### src/rtl/mmd_pkg.sv
package mmd_pkg;
    localparam int ADDR_W = 32;

    typedef enum logic [1:0] {
        TGT_NONE = 2'd0,
        TGT_DDR  = 2'd1,
        TGT_OCM  = 2'd2
    } tgt_e;

    typedef enum logic [1:0] {
        SEL_PLACE = 2'd0,
        SEL_SNOOP = 2'd1,
        SEL_START = 2'd2,
        SEL_END   = 2'd3
    } sel_e;

    typedef struct packed {
        logic              valid;
        tgt_e              tgt;
        logic [ADDR_W-1:0] ofs;
    } res_t;
endpackage

### src/rtl/mmd_cfg_regs.sv
module mmd_cfg_regs
    import mmd_pkg::*;
#(
    parameter int          NUM_QTR   = 4,
    parameter int          MB_BITS   = 20,
    parameter logic [31:0] END_RESET = 32'hFFE0_0000
) (
    input  logic               clk,
    input  logic               rst_n,
    input  logic               wr_en,
    input  logic [1:0]         wr_sel,
    input  logic [ADDR_W-1:0]  wr_data,
    output logic [NUM_QTR-1:0] place_o,
    output logic               filt_on_o,
    output logic [ADDR_W-1:0]  fstart_o,
    output logic [ADDR_W-1:0]  fend_o
);
    typedef struct packed {
        logic [NUM_QTR-1:0] place;
        logic [1:0]         snoop;
        logic [ADDR_W-1:0]  fstart;
        logic [ADDR_W-1:0]  fend;
    } cfg_t;

    cfg_t cfg_d, cfg_q;
    logic [ADDR_W-1:0] gran_data;

    always_comb begin
        gran_data = {wr_data[ADDR_W-1:MB_BITS], {MB_BITS{1'b0}}};
        cfg_d     = cfg_q;
        if (wr_en) begin
            case (sel_e'(wr_sel))
                SEL_PLACE: cfg_d.place  = wr_data[NUM_QTR-1:0];
                SEL_SNOOP: cfg_d.snoop  = wr_data[1:0];
                SEL_START: cfg_d.fstart = gran_data;
                SEL_END:   cfg_d.fend   = gran_data;
                default:   cfg_d        = cfg_q;
            endcase
        end
    end

    always_ff @(posedge clk) begin
        if (!rst_n) begin
            cfg_q.place  <= '1;
            cfg_q.snoop  <= 2'b11;
            cfg_q.fstart <= '0;
            cfg_q.fend   <= END_RESET;
        end else begin
            cfg_q <= cfg_d;
        end
    end

    assign place_o   = cfg_q.place;
    assign filt_on_o = cfg_q.snoop[0] & cfg_q.snoop[1];
    assign fstart_o  = cfg_q.fstart;
    assign fend_o    = cfg_q.fend;
endmodule

### src/rtl/mmd_addr_decode.sv
module mmd_addr_decode
    import mmd_pkg::*;
#(
    parameter int          NUM_QTR   = 4,
    parameter int          QTR_BITS  = 16,
    parameter int          MB_BITS   = 20,
    parameter logic [31:0] DDR_SIZE  = 32'h4000_0000,
    parameter logic [31:0] FAB_HOLE  = 32'h0008_0000,
    parameter logic [31:0] ALIAS_LO  = 32'h000C_0000
) (
    input  logic [ADDR_W-1:0]  addr,
    input  logic               fabric,
    input  logic [NUM_QTR-1:0] place,
    input  logic               filt_on,
    input  logic [ADDR_W-1:0]  fstart,
    input  logic [ADDR_W-1:0]  fend,
    output tgt_e               tgt,
    output logic [ADDR_W-1:0]  ofs
);
    localparam int QSEL_W   = (NUM_QTR > 1) ? $clog2(NUM_QTR) : 1;
    localparam int OCM_BITS = QTR_BITS + QSEL_W;

    logic [QSEL_W-1:0]       qsel;
    logic [NUM_QTR-1:0]      lo_hit;
    logic [NUM_QTR-1:0]      hi_hit;
    logic                    low_win, high_win, low_mb;
    logic [ADDR_W-1:0]       ocm_ofs;

    assign qsel     = addr[OCM_BITS-1:QTR_BITS];
    assign low_win  = (addr[ADDR_W-1:OCM_BITS] == '0);
    assign high_win = (addr[ADDR_W-1:OCM_BITS] == '1);
    assign low_mb   = (addr[ADDR_W-1:MB_BITS] == '0);
    assign ocm_ofs  = {{(ADDR_W-OCM_BITS){1'b0}}, addr[OCM_BITS-1:0]};

    for (genvar i = 0; i < NUM_QTR; i++) begin : g_qtr
        assign lo_hit[i] = low_win  && (qsel == QSEL_W'(i)) && !place[i];
        assign hi_hit[i] = high_win && (qsel == QSEL_W'(i)) &&  place[i];
    end

    always_comb begin
        tgt = TGT_NONE;
        ofs = '0;
        if (|lo_hit) begin
            tgt = TGT_OCM;
            ofs = ocm_ofs;
        end else if (filt_on && low_mb && (addr < fstart)) begin
            tgt = TGT_NONE;
        end else if (!fabric && filt_on && low_mb && (addr >= ALIAS_LO)
                     && (addr < fend) && place[qsel]) begin
            tgt = TGT_OCM;
            ofs = ocm_ofs;
        end else if (fabric && (addr < FAB_HOLE)) begin
            tgt = TGT_NONE;
        end else if (addr < DDR_SIZE) begin
            tgt = TGT_DDR;
            ofs = addr;
        end else if (|hi_hit) begin
            tgt = TGT_OCM;
            ofs = ocm_ofs;
        end
    end
endmodule

### src/rtl/mem_map_decoder.sv
module mem_map_decoder
    import mmd_pkg::*;
#(
    parameter int          NUM_QTR  = 4,
    parameter int          QTR_BITS = 16,
    parameter int          MB_BITS  = 20,
    parameter logic [31:0] DDR_SIZE = 32'h4000_0000,
    parameter logic [31:0] FAB_HOLE = 32'h0008_0000,
    parameter logic [31:0] ALIAS_LO = 32'h000C_0000
) (
    input  logic        clk,
    input  logic        rst_n,
    input  logic        cfg_wr,
    input  logic [1:0]  cfg_sel,
    input  logic [31:0] cfg_data,
    input  logic        lk_valid,
    input  logic [31:0] lk_addr,
    input  logic        lk_is_fabric,
    output logic        res_valid,
    output logic [1:0]  res_target,
    output logic [31:0] res_offset
);
    localparam logic [31:0] OCM_SIZE  = 32'(NUM_QTR) << QTR_BITS;
    localparam logic [31:0] HIGH_BASE = 32'h0 - OCM_SIZE;

    logic [NUM_QTR-1:0] place;
    logic               filt_on;
    logic [31:0]        fstart, fend;
    tgt_e               dec_tgt;
    logic [31:0]        dec_ofs;
    res_t               res_d, res_q;

    mmd_cfg_regs #(.NUM_QTR(NUM_QTR), .MB_BITS(MB_BITS)) u_regs (
        .clk(clk), .rst_n(rst_n), .wr_en(cfg_wr), .wr_sel(cfg_sel),
        .wr_data(cfg_data), .place_o(place), .filt_on_o(filt_on),
        .fstart_o(fstart), .fend_o(fend)
    );

    mmd_addr_decode #(
        .NUM_QTR(NUM_QTR), .QTR_BITS(QTR_BITS), .MB_BITS(MB_BITS),
        .DDR_SIZE(DDR_SIZE), .FAB_HOLE(FAB_HOLE), .ALIAS_LO(ALIAS_LO)
    ) u_dec (
        .addr(lk_addr), .fabric(lk_is_fabric), .place(place),
        .filt_on(filt_on), .fstart(fstart), .fend(fend),
        .tgt(dec_tgt), .ofs(dec_ofs)
    );

    always_comb begin
        res_d.valid = lk_valid;
        res_d.tgt   = lk_valid ? dec_tgt : TGT_NONE;
        res_d.ofs   = lk_valid ? dec_ofs : '0;
    end

    always_ff @(posedge clk) begin
        if (!rst_n) begin
            res_q <= '0;
        end else begin
            res_q <= res_d;
        end
    end

    assign res_valid  = res_q.valid;
    assign res_target = res_q.tgt;
    assign res_offset = res_q.ofs;

    AST_RESULT_NEXT_CYCLE: assert property (@(posedge clk) disable iff (!rst_n)
        lk_valid |=> res_valid);
    AST_NO_SPURIOUS_RESULT: assert property (@(posedge clk) disable iff (!rst_n)
        !lk_valid |=> !res_valid);
    AST_OCM_OFS_BOUND: assert property (@(posedge clk) disable iff (!rst_n)
        (res_valid && res_target == TGT_OCM) |-> (res_offset < OCM_SIZE));
    AST_UNMAPPED_ZERO: assert property (@(posedge clk) disable iff (!rst_n)
        (res_valid && res_target == TGT_NONE) |-> (res_offset == '0));
    AST_FABRIC_LOW_HOLE: assert property (@(posedge clk) disable iff (!rst_n)
        (lk_valid && lk_is_fabric && lk_addr < FAB_HOLE) |=> (res_target != TGT_DDR));
    AST_GAP_UNMAPPED: assert property (@(posedge clk) disable iff (!rst_n)
        (lk_valid && lk_addr >= DDR_SIZE && lk_addr < HIGH_BASE) |=> (res_target == TGT_NONE));
endmodule

### config.mk
export PLATFORM = sky130hd
export DESIGN_NAME = mem_map_decoder
export DESIGN_NICKNAME = d
export VERILOG_FILES = /design/src/rtl/mmd_pkg.sv /design/src/rtl/mmd_cfg_regs.sv /design/src/rtl/mmd_addr_decode.sv /design/src/rtl/mem_map_decoder.sv
export SDC_FILE = /design/constraint.sdc
export NUM_CORES = 1
export LEC_CHECK = 0
export BUFFER_PORTS_ARGS = -buffer_cell sky130_fd_sc_hd__buf_2
export CAP_MARGIN = 30
export CORE_ASPECT_RATIO = 1.25
export CORE_MARGIN = 5
export CORE_UTILIZATION = 49
export CTS_CLUSTER_SIZE = 16
export DETAILED_ROUTE_END_ITERATION = 16
export GPL_TIMING_DRIVEN = 0
export HOLD_SLACK_MARGIN = 0.15
export PLACE_DENSITY = 0.92
export SLEW_MARGIN = 20
export SYNTH_ARGS = -nofsm -noshare
export SYNTH_HDL_FRONTEND = slang
export SYNTH_SLANG_ARGS = --single-unit
### constraint.sdc
create_clock -name clk -period 2.75 [get_ports clk]
set_input_delay 0.4125 -clock clk [delete_from_list [all_inputs] [get_ports clk]]
set_output_delay 0.4125 -clock clk [all_outputs]
set_load 0.05 [all_outputs]
==> impl_results.md <==
* CTS buffer count at 9
* Critical path type: reg2reg
* Critical Path RT at between 2 and 3 ns
* Starting Density at a little under 50%
* Crit path largest cell delay at 0.39 ns
* Routed vias at between 2000 and 3000
* CP endpoint kind: flop
* Synth Cell Area at 2820 sq um
* RSZ-0062 raised after global routing: false
* Final cycle utilization of the critical path at 89.4%
* DR iter-0 viols at ~140
* # Max-Cap Violations at 0
* Slew at the pin closest to its max-slew limit at 0.767 ns
* Cell Chain, Critical Path: inv_1, ha_1, a211oi_1, o21ai_1, a41oi_1, o21ai_1, o211ai_1, clkbuf_2, a21oi_1
* Finished Core Util at between 60% and 70%
* Root Buffer: clkbuf_8
* Final net count at 515
* H-Tree Level Count at 3
* Final Hold Fails at 0
* Worst vdd rail ir drop at about 0.25 mV
* Vias in the first global route at 2703
* DR WL/cell at 14.7 um
* Worst hold path type: in2reg
* ANT nets after route at 0
* Core area at 5700 sq um
* Largest net degree at the start of global routing at 13
* First-pass GRT wire length at 12.0 mm
* Max Freq at 0.407 GHz
* Mux contribution to synthesized area at 2.53%
* Post-synthesis compound-gate area fraction at 15.3%
* Slew Limit Fails at 0
* Yosys warns at 0
* Routed WL at between 7 and 8 mm
* Final setup violation count at 0
* Routability congestion estimate at 0.853
* Power density over cell area at 590 nW/um^2
* Via-per-instance ratio at around 5.4
* Die H at between 90 and 100 um
* GR Util All Layers at 20.7%
* Grt ovf at 0
* CTS clk-pin slew, worst paths at ~0.08 ns
* Post-DP HPWL at 5.67 mm
* Remaining DRCs at 0
* XOR/XNOR share of the synthesized area at 0%
* Layout Cells excl Fill at 493
* Placed cell count at about 480
* Area grow syn2layout at 26.7%
* Share of layout cells above drive strength 1 at around a quarter
* CTS Sinks at between 60 and 70
* Synth Area in Adders at 9.77%
* Register area share after synthesis at about 46%
* Final worst path period need at 2.46 ns
* Crit-path slowest cell: a41oi_1
* Slew Limit Headroom at 48.8%
* Post-Place Worst Slack at -0.0176 ns
* IO Pins at approximately 110
* Largest family of logic cells by synthesized area: simple AND/OR/NAND/NOR gates
* First-pass DRT Iterations at 4
* Number of port buffers at 89
* TritonCTS clock tree: done
* Clock Tree Buf Depth at 2
* Design Area, Final at 3570 sq um
* Synth cell types at 38
* Clock latency on the worst-skew pair at 0.35 ns
* Initial antenna violation count at 0
* Avg Inst Size Synth at 8.77 sq um
* # hold bufs at CTS at 0
* Width of the die at a little under 80 um
* Clk_skew at 0.00859 ns
* CP startpoint kind: flop
* Final WS setup at 0.291 ns
* Status: finished, final reports clean
* Post-DP Area at ~3300 sq um
* Worst EP arrival at about 2.7 ns
* FF+latch count, synth at 65
* # diodes at 0
* Die area at 7370 sq um
* Post-synthesis simple-gate area fraction at about a fifth
* Most common cell on crit path: o21ai_1
* Leak pwr at 0.00167 uW
* Row cnt at 31
* Critical Path Fanout Max at 10
* Cell count after synthesis at 321
==> area by class of cell <==
class,instances,area (sq um)
Fill cell,468,2130
Buffer,15,57.6
Timing Repair Buffer,89,445
Inverter,23,86.3
Clock buffer,9,124
Tap cell,66,82.6
Multi-Input combinational cell,219,1380
Sequential cell,65,1300
Clock inverter,7,95.1
==> cell usage after synthesis <==
master     count  area (sq um)
a21o_1         2          15.0
o21a_1         1          7.51
nand2_1       68           255
dfxtp_1       65          1300
o211ai_1      12          90.1
a21oi_1       22           110
or4_1          1          7.51
ha_1          22           275
or2_2          1          6.26
or4b_1         2          20.0
nand3b_1       2          15.0
or3b_1         1          8.76
mux2i_1        6          60.1
nand2b_1       2          12.5
nor4_4         1          21.3
conb_1         1          3.75
a41oi_1        1          8.76
a211oi_1       2          15.0
o22a_1         2          17.5
mux2_2         1          11.3
nor2_1         9          33.8
clkbuf_1      15          56.3
inv_1         23          86.3
and2_1         2          12.5
a31oi_1        1          6.26
nand3_1        6          30.0
nor2b_1        1          6.26
nor4_1         5          31.3
and3_1        11          68.8
o21ai_1        3          15.0
a2111oi_0      1          8.76
nor3b_1        1          7.51
o21ai_0        4          20.0
o21bai_1       1          7.51
a21boi_0      13          97.6
a211oi_2       1          12.5
nor3_1         2          10.0
nand4_1        7          43.8
==> layout by cell type (no fill, tap or decap), drive strengths merged, types with 2 or more instances in the layout <==
cell / netlist / layout
inv: 23 / 23
nor3: 2 / 2
o211ai: 12 / 12
and3: 11 / 11
bufinv: 0 / 2
nor4: 6 / 6
or4b: 2 / 2
nand2: 68 / 68
ha: 22 / 22
o21ai: 7 / 7
a21oi: 22 / 22
conb: 1 / 2
nand3b: 2 / 2
nand4: 7 / 7
nand2b: 2 / 2
clkbuf: 15 / 24
mux2i: 6 / 6
clkinv: 0 / 4
a21o: 2 / 2
a21boi: 13 / 13
and2: 2 / 2
buf: 0 / 89
dfxtp: 65 / 65
o22a: 2 / 2
nor2: 9 / 9
a211oi: 3 / 3
nand3: 6 / 6
==> timing repair <==
action | CTS | global route
setup buffers | 0 | 0
endpoints found under the setup margin | 0 | 5
resized for setup | 0 | 2
==> sequential cells by signal, indices dropped and copies added, names as in the netlist <==
signal / cells
u_regs.place_o: 4
res_offset: 32
res_target: 2
u_regs.fstart_o: 12
res_valid: 1
u_regs.cfg_q: 2
u_regs.fend_o: 12
==> where the power goes <==
group	switching (uW)	internal [uW]
sequential	9.54	969
clock	367	509
combinational	159	92.3
==> metrics by stage <==
stage               hold WS [ns]  TNS (ns)  total power [uW]
global placement           0.452         0              1230
detailed placement         0.458   -0.0622              1250
floorplan                  0.439         0              1140
global route               0.265         0              2190
CTS                        0.265         0              2110
finish                     0.274         0              2110
==> worst max-delay path: cells and delay by family, from the launching register on <==
family	cells	cell delay [ns]
buffers and inverters	2	0.38
DFF	1	0.33
AOI/OAI and AO/OA	6	1.33
adders and majority gates	1	0.28
==> per-layer routing <==
metal	up-vias	share of wire, %	GRT usage [%]
li1	1313	-	-
met1	1201	37	20.2
met2	106	51	37.0
met3	25	8.0	7.25
met4	0	4.1	12.5
met5	-	0	0
==> path summary, 6_finish.rpt <==
kind	startpoint	to	slack, ns	cells after the start
max	u_regs.fstart_o[22]	res_offset[1]	0.29	9
min	lk_addr[0]	res_offset[0]	0.27	3
max reg2reg	u_regs.fstart_o[22]	res_offset[1]	0.29	9
min reg2reg	u_regs.fstart_o[27]	u_regs.fstart_o[27]	0.46	2
==> kinds of logic after synthesis <==
kind of cell	Yosys count
flops	65
buf+inv	38
other cells	1
simple gates	122
fa+ha+maj	22
mux	7
compound gates	66
Power figures use the tool's default switching activity.
